`config.mk`:
```
export PLATFORM = sky130hd
export DESIGN_NAME = link_idle_pm_ctrl
export DESIGN_NICKNAME = d
export VERILOG_FILES = /design/src/rtl/link_pm_pkg.sv /design/src/rtl/pm_idle_counter.sv /design/src/rtl/pm_policy.sv /design/src/rtl/pm_state.sv /design/src/rtl/link_idle_pm_ctrl.sv
export SDC_FILE = /design/constraint.sdc
export NUM_CORES = 1
export LEC_CHECK = 0
export CORE_ASPECT_RATIO = 1.5
export CORE_UTILIZATION = 50
export DETAILED_ROUTE_END_ITERATION = 16
export DONT_BUFFER_PORTS = 1
export GPL_TIMING_DRIVEN = 0
export PLACE_DENSITY = 0.76
export SKIP_CTS_REPAIR_TIMING = 1
export SYNTH_ARGS = -nofsm -noshare
export SYNTH_HDL_FRONTEND = slang
export SYNTH_SLANG_ARGS = --single-unit
```
`constraint.sdc`:
```
create_clock -name clk -period 2.4 [get_ports clk]
set_input_delay 0.48 -clock clk [delete_from_list [all_inputs] [get_ports clk]]
set_output_delay 0.48 -clock clk [all_outputs]
set_load 0.02 [all_outputs]
```
`src/rtl/link_pm_pkg.sv`:
```
package link_pm_pkg;
  localparam int unsigned EN_LIGHT_BIT = 0;
  localparam int unsigned EN_DEEP_BIT  = 1;
  localparam int unsigned NUM_DIR      = 2;
  localparam int unsigned DIR_TX       = 0;
  localparam int unsigned DIR_RX       = 1;

  typedef struct packed {
    logic light_ok;
    logic deep_ok;
  } pm_allow_t;
endpackage

```
`src/rtl/pm_idle_counter.sv`:
```
module pm_idle_counter #(
  parameter int unsigned CNT_W = 16
) (
  input  logic             clk,
  input  logic             rst_n,
  input  logic             clear,
  input  logic             active,
  output logic [CNT_W-1:0] count
);
  localparam logic [CNT_W-1:0] CNT_MAX = {CNT_W{1'b1}};

  // The count saturates at its maximum, so a long idle stretch never wraps.
  always_ff @(posedge clk or negedge rst_n) begin
    if (!rst_n)                count <= '0;
    else if (clear || active)  count <= '0;
    else if (count != CNT_MAX) count <= count + 1'b1;
  end


  a_r11_activity_restarts: assert property (@(posedge clk) disable iff (!rst_n)
    active |=> (count == '0));
endmodule

```
`src/rtl/pm_policy.sv`:
```
module pm_policy
  import link_pm_pkg::*;
#(
  parameter int unsigned CNT_W = 16
) (
  input  logic [1:0]       pm_enable,
  input  logic             far_l0s_capable,
  input  logic [CNT_W-1:0] light_limit,
  input  logic [CNT_W-1:0] deep_limit,
  output pm_allow_t        allow
);
  logic deep_usable;
  logic light_before_deep;

  always_comb begin
    deep_usable       = pm_enable[EN_DEEP_BIT] && (deep_limit != '0);
    light_before_deep = !deep_usable || (light_limit < deep_limit);
    allow.deep_ok     = deep_usable;
    allow.light_ok    = pm_enable[EN_LIGHT_BIT] && far_l0s_capable
                        && (light_limit != '0) && light_before_deep;
  end
endmodule

```
`src/rtl/pm_state.sv`:
```
module pm_state
  import link_pm_pkg::*;
#(
  parameter int unsigned CNT_W = 16
) (
  input  logic               clk,
  input  logic               rst_n,
  input  pm_allow_t          allow,
  input  logic [NUM_DIR-1:0] dir_act,
  input  logic [CNT_W-1:0]   tx_count,
  input  logic [CNT_W-1:0]   rx_count,
  input  logic [CNT_W-1:0]   both_count,
  input  logic [CNT_W-1:0]   light_limit,
  input  logic [CNT_W-1:0]   deep_limit,
  input  logic               wake_ack,
  output logic [NUM_DIR-1:0] light_q,
  output logic               deep_q,
  output logic               wake_q,
  output logic               count_clear
);
  logic [NUM_DIR-1:0] light_hit, light_n;
  logic               deep_hit, deep_n, wake_n, wake_hit;

  always_comb begin
    light_hit[DIR_TX] = allow.light_ok && (tx_count >= light_limit);
    light_hit[DIR_RX] = allow.light_ok && (rx_count >= light_limit);
    deep_hit          = allow.deep_ok && (both_count >= deep_limit);
    wake_hit          = (|(light_q & dir_act)) || (deep_q && (|dir_act));
    count_clear       = wake_q && wake_ack;

    // A request whose state is no longer permitted falls in every branch.
    light_n = light_q & {NUM_DIR{allow.light_ok}};
    deep_n  = deep_q && allow.deep_ok;
    wake_n  = wake_q;

    if (wake_q) begin
      if (wake_ack) begin
        light_n = '0;
        deep_n  = 1'b0;
        wake_n  = 1'b0;
      end
    end else if (wake_hit) begin
      wake_n = 1'b1;
    end else begin
      deep_n  = deep_n || deep_hit;
      light_n = (light_n | light_hit) & {NUM_DIR{!deep_n}};
    end
  end

  always_ff @(posedge clk or negedge rst_n) begin
    if (!rst_n) begin
      light_q <= '0;
      deep_q  <= 1'b0;
      wake_q  <= 1'b0;
    end else begin
      light_q <= light_n;
      deep_q  <= deep_n;
      wake_q  <= wake_n;
    end
  end


  a_r3_deep_excludes_light: assert property (@(posedge clk) disable iff (!rst_n)
    deep_q |-> (light_q == '0));

  a_r9_wake_held: assert property (@(posedge clk) disable iff (!rst_n)
    (wake_q && !wake_ack) |=> wake_q);

  a_r9_ack_returns_active: assert property (@(posedge clk) disable iff (!rst_n)
    (wake_q && wake_ack) |=> (!wake_q && !deep_q && (light_q == '0)));
endmodule

```
`src/rtl/link_idle_pm_ctrl.sv`:
```
module link_idle_pm_ctrl
  import link_pm_pkg::*;
#(
  parameter int unsigned CNT_W = 16
) (
  input  logic             clk,
  input  logic             rst_n,
  input  logic             tx_active,
  input  logic             rx_active,
  input  logic [1:0]       pm_enable,
  input  logic             far_l0s_capable,
  input  logic [CNT_W-1:0] l0s_idle_limit,
  input  logic [CNT_W-1:0] l1_idle_limit,
  input  logic             wake_ack,
  output logic             tx_l0s_req,
  output logic             rx_l0s_req,
  output logic             l1_req,
  output logic             wake_req
);
  logic [NUM_DIR-1:0] dir_act;
  logic [CNT_W-1:0]   dir_count [NUM_DIR];
  logic [CNT_W-1:0]   both_count;
  logic [NUM_DIR-1:0] light_q;
  logic               count_clear;
  pm_allow_t          allow;

  assign dir_act[DIR_TX] = tx_active;
  assign dir_act[DIR_RX] = rx_active;

  for (genvar d = 0; d < NUM_DIR; d++) begin : g_dir
    pm_idle_counter #(.CNT_W(CNT_W)) u_cnt (
      .clk    (clk),
      .rst_n  (rst_n),
      .clear  (count_clear),
      .active (dir_act[d]),
      .count  (dir_count[d])
    );
  end

  pm_idle_counter #(.CNT_W(CNT_W)) u_both_cnt (
    .clk    (clk),
    .rst_n  (rst_n),
    .clear  (count_clear),
    .active (|dir_act),
    .count  (both_count)
  );

  pm_policy #(.CNT_W(CNT_W)) u_policy (
    .pm_enable       (pm_enable),
    .far_l0s_capable (far_l0s_capable),
    .light_limit     (l0s_idle_limit),
    .deep_limit      (l1_idle_limit),
    .allow           (allow)
  );

  pm_state #(.CNT_W(CNT_W)) u_state (
    .clk         (clk),
    .rst_n       (rst_n),
    .allow       (allow),
    .dir_act     (dir_act),
    .tx_count    (dir_count[DIR_TX]),
    .rx_count    (dir_count[DIR_RX]),
    .both_count  (both_count),
    .light_limit (l0s_idle_limit),
    .deep_limit  (l1_idle_limit),
    .wake_ack    (wake_ack),
    .light_q     (light_q),
    .deep_q      (l1_req),
    .wake_q      (wake_req),
    .count_clear (count_clear)
  );

  assign tx_l0s_req = light_q[DIR_TX];
  assign rx_l0s_req = light_q[DIR_RX];


  a_r5_no_light_without_partner: assert property (@(posedge clk) disable iff (!rst_n)
    !far_l0s_capable |=> (!tx_l0s_req && !rx_l0s_req));

  a_r6_deep_needs_enable: assert property (@(posedge clk) disable iff (!rst_n)
    !pm_enable[EN_DEEP_BIT] |=> !l1_req);

  a_r7_zero_limit_off: assert property (@(posedge clk) disable iff (!rst_n)
    (l1_idle_limit == '0) |=> !l1_req);

  a_r8_tx_traffic_wakes: assert property (@(posedge clk) disable iff (!rst_n)
    (tx_l0s_req && tx_active) |=> wake_req);
endmodule

```
After elaboration in Yosys (flattened, before gate mapping):

Index checks and enable logic that the tools add are counted.

* register bits after elaboration: 52
* output and inout bits: 4

* add/sub/neg operators: 3
* bitwise operators: 4
* reduce and logical (&&, ||, !) cells: 25
* equal/unequal tests: 3
* order comparisons: 4
* multiplexer cells: 15

Operator list (number)
* 16-bit 2-to-1 mux: 6
* 16-bit by 1-bit adder with 16-bit output, second input constant: 3
* 16-bit >= comparator: 3
* 16-bit != test, second input constant: 3
* 16-bit nonzero test: 2
* 16-bit < comparator: 1
* 1-bit logical AND: 10
* 2-bit AND: 3
* 1-bit logical OR: 6
* 1-bit 2-to-1 mux: 6
* 2-bit 2-to-1 mux: 3
* 2-bit nonzero test: 3
* 2-bit OR reduction: 2
* 1-bit logical NOT: 2
* 2-bit bitwise OR: 1

Longest topological paths before layout:

* depth in word-level cells: 10
* depth in mapped cells: 8
* mapped depth without buffers: 8

Hierarchy:

A second synthesis with hierarchy kept.

* cell total of the unflattened synthesis: 509
* area total of the unflattened synthesis: 4448.0 um^2

By module, submodules not included
* pm_idle_counter: times used 3, area each 877.1 um^2, cells each 92
* pm_state: times used 1, area each 1331.3 um^2, cells each 168
* pm_policy: times used 1, area each 479.2 um^2, cells each 64
* link_idle_pm_ctrl: times used 1, area each 6.3 um^2, cells each 1

Least setup slack after synthesis:

Ideal clock, no wire load.

* kind: input-to-reg
* start: input l1_idle_limit[13]
* end: register u_state.light_q[0]
* required time: 2304 ps
* slack: 330 ps
* data arrival time: 1974 ps
* library setup time: 96 ps
* stages: 8
* path buffers: 0
* path through: inv_1 ha_1 a211oi_1 o21ai_0 a211o_1 a41o_1 and3_4 nor4_2

* cells in the longest elaborated chain, start to end: 10
* elaborated cells between the ends (all ways): 18

RTL lines
* from (decl): line link_idle_pm_ctrl.sv:13 `input logic [CNT_W-1:0] l1_idle_limit,`
* branches (longest 9 deep; another with 16-bit < comparator)
* 2-bit 2-to-1 mux (*): line pm_state.sv:36 `if (wake_q) begin`
* named net u_state.light_n[0]: line pm_state.sv:21 `logic [NUM_DIR-1:0] light_hit, light_n;`
* to (signal assigned): line pm_state.sv:56 `light_q <= light_n;`
* to (decl): line pm_state.sv:16 `output logic [NUM_DIR-1:0] light_q,`

Mark *: on every way through the listed nets, which the timed path passes.
A chain may end at the register's enable or synchronous reset.

Final worst setup path:

* start: register u_both_cnt.count[13]
* end: register u_state.light_q[0]

* cells in the longest elaborated chain, start to end: 7

RTL lines
* from (decl): line pm_idle_counter.sv:8 `output logic [CNT_W-1:0] count`
* from (signal assigned): line pm_idle_counter.sv:16 `else if (count != CNT_MAX) count <= count + 1'b1;`
* 16-bit >= comparator: line pm_state.sv:27 `deep_hit = allow.deep_ok && (both_count >= deep_limit);`
* 1-bit logical AND: line pm_state.sv:27
* 1-bit logical OR: line pm_state.sv:45 `deep_n = deep_n || deep_hit;`
* 1-bit logical NOT: line pm_state.sv:46 `light_n = (light_n | light_hit) & {NUM_DIR{!deep_n}};`
* 2-bit AND: line pm_state.sv:46
* 2-bit 2-to-1 mux: line pm_state.sv:42 `end else if (wake_hit) begin`
* 2-bit 2-to-1 mux: line pm_state.sv:36
* named net u_state.light_n[0]: line pm_state.sv:21

The timed path passes the listed nets, and every way through them passes these cells.

==> Flow_metrics.wiki <==
{| class="wikitable"
! Metric !! Value
|-
| Antenna fix cells || 0
|-
| Floorplan die height || 114 um
|-
| Core box area || 0.00801 mm^2
|-
| CP max stage cell || sky130_fd_sc_hd__dfrtp_1
|-
| Shortest clock period the worst path allows after layout || 2.13 ns
|-
| Final ANT Viol Nets || 0
|-
| Clock root buffer || sky130_fd_sc_hd__clkbuf_16
|-
| Bufs and invs on worst path || 0
|-
| Largest clock skew in the final design || 0.0124 ns
|-
| Setup WS pre-CTS || 0.140 ns
|-
| Cell row count || 40
|-
| Post-detailed-routing wire length || 10100 um
|-
| # port buffers || 0
|-
| Crit path cell chain || ha_1, a211oi_1, o21ai_0, a211o_1, a41o_1, and3_4, nor4_2
|-
| Initial core utilization || 51.7%
|-
| Endpoint kind of the worst setup timing path || flip-flop
|-
| Buffer levels on the longest clock path || 2
|-
| Type of the worst setup path || reg2reg
|-
| Final hold vios || 0
|-
| Horiz. Die Dim || 76.3 um
|-
| Depth of the CTS H-tree || 2
|-
| Clock latency on the worst-skew pair || 0.30 ns
|-
| GPL Wtd Cong || 0.896
|-
| Area growth from synthesis to final layout || 7.37%
|-
| Post-synth net total || 568
|-
| Final total negative setup slack || 0 ns
|-
| Final setup slack of the worst path || 0.268 ns
|-
| Flop2flop setup slack || 0.27 ns
|-
| Achievable frequency || 0.469 GHz
|-
| Cells after Synth || 462
|-
| Maximum number of pins on one net before global-route repair || 53
|-
| Worst-case headroom to the max-slew limit || 60.0%
|-
| Stage delay of the slowest cell on the critical path || 0.42 ns
|-
| Vias || 3452
|-
| Floorplan die area || 0.00866 mm^2
|-
| Commonest register cell after synthesis || sky130_fd_sc_hd__dfrtp_1
|-
| Smallest hold slack || 0.0388 ns
|-
| Family with the most delay on the worst path || compound AO/OA/AOI/OAI gates
|-
| Worst-path clk slew || 0.08 ns
|-
| Final-report max-slew violation count || 0
|-
| Number of DRC violations after detailed routing || 0
|-
| Crit share post-route || 88.8%
|-
| Commonest non-fill, non-tap cell in the layout || sky130_fd_sc_hd__ha_1
|-
| Startpoint types || flip-flop
|-
| Area of the mapped netlist || 0.00414 mm^2
|-
| Average instance area after synthesis || 8.97 um^2
|-
| Number of buffers created by CTS || 5
|-
| HPWL after DPL || 8190 um
|-
| Critical path required time || 2.61 ns
|-
| Detailed-route vias per instance || 5.99
|-
| I/O pin count || 44
|-
| Result of the run || completed
|-
| Global Route Usage Sum || 24.4%
|-
| Measured slew at the worst slew-check pin || 0.597 ns
|-
| Final global-route overflow total || 0
|-
| Finish-stage setup viols || 0
|-
| RR Startpoint || u_both_cnt.count[13]
|-
| Proportion of layout cells with a drive suffix above 1 || 5.31%
|-
| Count of flip-flops with a built-in enable after synthesis || 0
|-
| TritonCTS clock tree || built
|-
| Synth unique cells || 46
|-
| Min-Delay Path Class || in2async
|-
| Count of warnings emitted by yosys || 0
|-
| Post-synth ARST share || 100%
|-
| Area taken by flip-flops and latches || 0.00130 mm^2
|-
| Drt wl/cell || 17.4 um
|-
| Final Instance Area || 0.00445 mm^2
|-
| Pre-Repair DR Iteration Count || 4
|-
| # Max-Cap Violations || 0
|-
| Number of fill cells in the layout || 747
|-
| Number of antenna violations at the first check in global routing || 0
|-
| Worst vdd ir || 0.392 mV
|-
| R2R Path End || u_state.light_q[0]
|-
| Via count of the first global-routing pass || 3538
|-
| Cell area after placement || 0.00428 mm^2
|-
| Most frequent cells in the layout || 66 x sky130_fd_sc_hd__ha_1, 54 x sky130_fd_sc_hd__nor2_1, 52 x sky130_fd_sc_hd__dfrtp_1
|-
| Worst reg2reg path depth || 7
|-
| Violation count after the first detailed-route iteration || 182
|-
| Power per standard cell area || 428 mW/mm^2
|-
| CTS sink count || 52
|-
| Leakage power || 2.13 nW
|-
| Wire length of the first global-routing pass || 16300 um
|-
| Proportion of synthesized chip area in sequential cells || 31.4%
|-
| CP Data Arrival Time || 2.34 ns
|-
| Final net count || 576
|-
| Multi-input logic area || 0.00267 mm^2
|-
| Flip-flop and latch count after synthesis || 52
|-
| Critical-path maximum fanout || 4
|-
| RSZ-0062 raised after global routing || false
|}
-- state kept, by name, summed over array words and instances, names as in the netlist --
| register | flops |
|---|---|
| g_dir.u_cnt.count | 32 |
| u_state.wake_q | 1 |
| u_state.light_q | 2 |
| u_both_cnt.count | 16 |
| u_state.deep_q | 1 |
-- synthesized netlist by cell type, types with 8 or more instances --
library cell               number  area [um^2]
sky130_fd_sc_hd__ha_1          66          826
sky130_fd_sc_hd__nor2_1        54          203
sky130_fd_sc_hd__dfrtp_1       52         1300
sky130_fd_sc_hd__inv_1         37          139
sky130_fd_sc_hd__nand2_1       27          101
sky130_fd_sc_hd__nand3_1       27          135
sky130_fd_sc_hd__xor2_1        26          228
sky130_fd_sc_hd__a21oi_1       25          125
sky130_fd_sc_hd__o21ai_0       18         90.1
sky130_fd_sc_hd__nand4_1       14         87.6
sky130_fd_sc_hd__and3_1        13         81.3
sky130_fd_sc_hd__a211oi_1      11         82.6
sky130_fd_sc_hd__xnor2_1       11         96.3
sky130_fd_sc_hd__nor4_1         9         56.3
sky130_fd_sc_hd__a31oi_1        8         50.1
sky130_fd_sc_hd__nand2b_1       8         50.1
-- layer usage --
| layer | share of wire (%) | GRT usage, % |
|---|---|---|
| met1 | 37 | 24.6 |
| met2 | 53 | 45.7 |
| met5 | 0 | 0 |
| met4 | 4.0 | 13.1 |
| met3 | 5.4 | 5.92 |
-- area by class of cell --
type	instances	area share, %
sequential	52	29.2
tap	105	2.95
buffer	8	0.787
timing repair buffer	1	0.619
multi-input combinational	365	60.0
clock buffer	5	2.81
inverter	37	3.12
clock inverter	3	0.478
-- worst max-delay path by stage --
stage / from / endpoint / slack, ns / depth (start not counted)
final: u_both_cnt.count[13] / u_state.light_q[0] / 0.27 / 7
after global routing: u_both_cnt.count[0] / u_state.light_q[0] / 0.15 / 8
after CTS: u_both_cnt.count[13] / u_state.light_q[0] / 0.26 / 7
after detailed placement: l1_idle_limit[13] / u_state.light_q[0] / 0.14 / 8
after global placement: l1_idle_limit[13] / u_state.light_q[0] / 0.21 / 8
after floorplan: l1_idle_limit[13] / u_state.light_q[0] / 0.33 / 8
-- report_power, final --
part / total [mW] / switching [mW] / internal (mW)
logic: 0.253 / 0.155 / 0.0984
clock network: 0.730 / 0.341 / 0.389
registers: 0.919 / 0.0269 / 0.892
total: 1.90 / 0.523 / 1.38
-- kinds of logic after synthesis --
family	synth area share (%)
AND/OR/NAND/NOR	22.5
AO/OA/AOI/OAI	13.9
adder cells (fa/ha/maj)	19.9
flip-flops	31.4
buffers and inverters	4.20
XOR/XNOR	7.82
multiplexers	0.242
-- metrics by stage --
step           power [mW]  utilization, %  cells
2_1_floorplan        1.11               -    462
3_3_place_gp         1.15            53.4    567
3_5_place_dp         1.17            53.4    567
4_1_cts              1.90            55.2    575
5_1_grt              2.01            55.6    576
6_report             1.90            55.6    576
(Power assumes the default switching activity.)
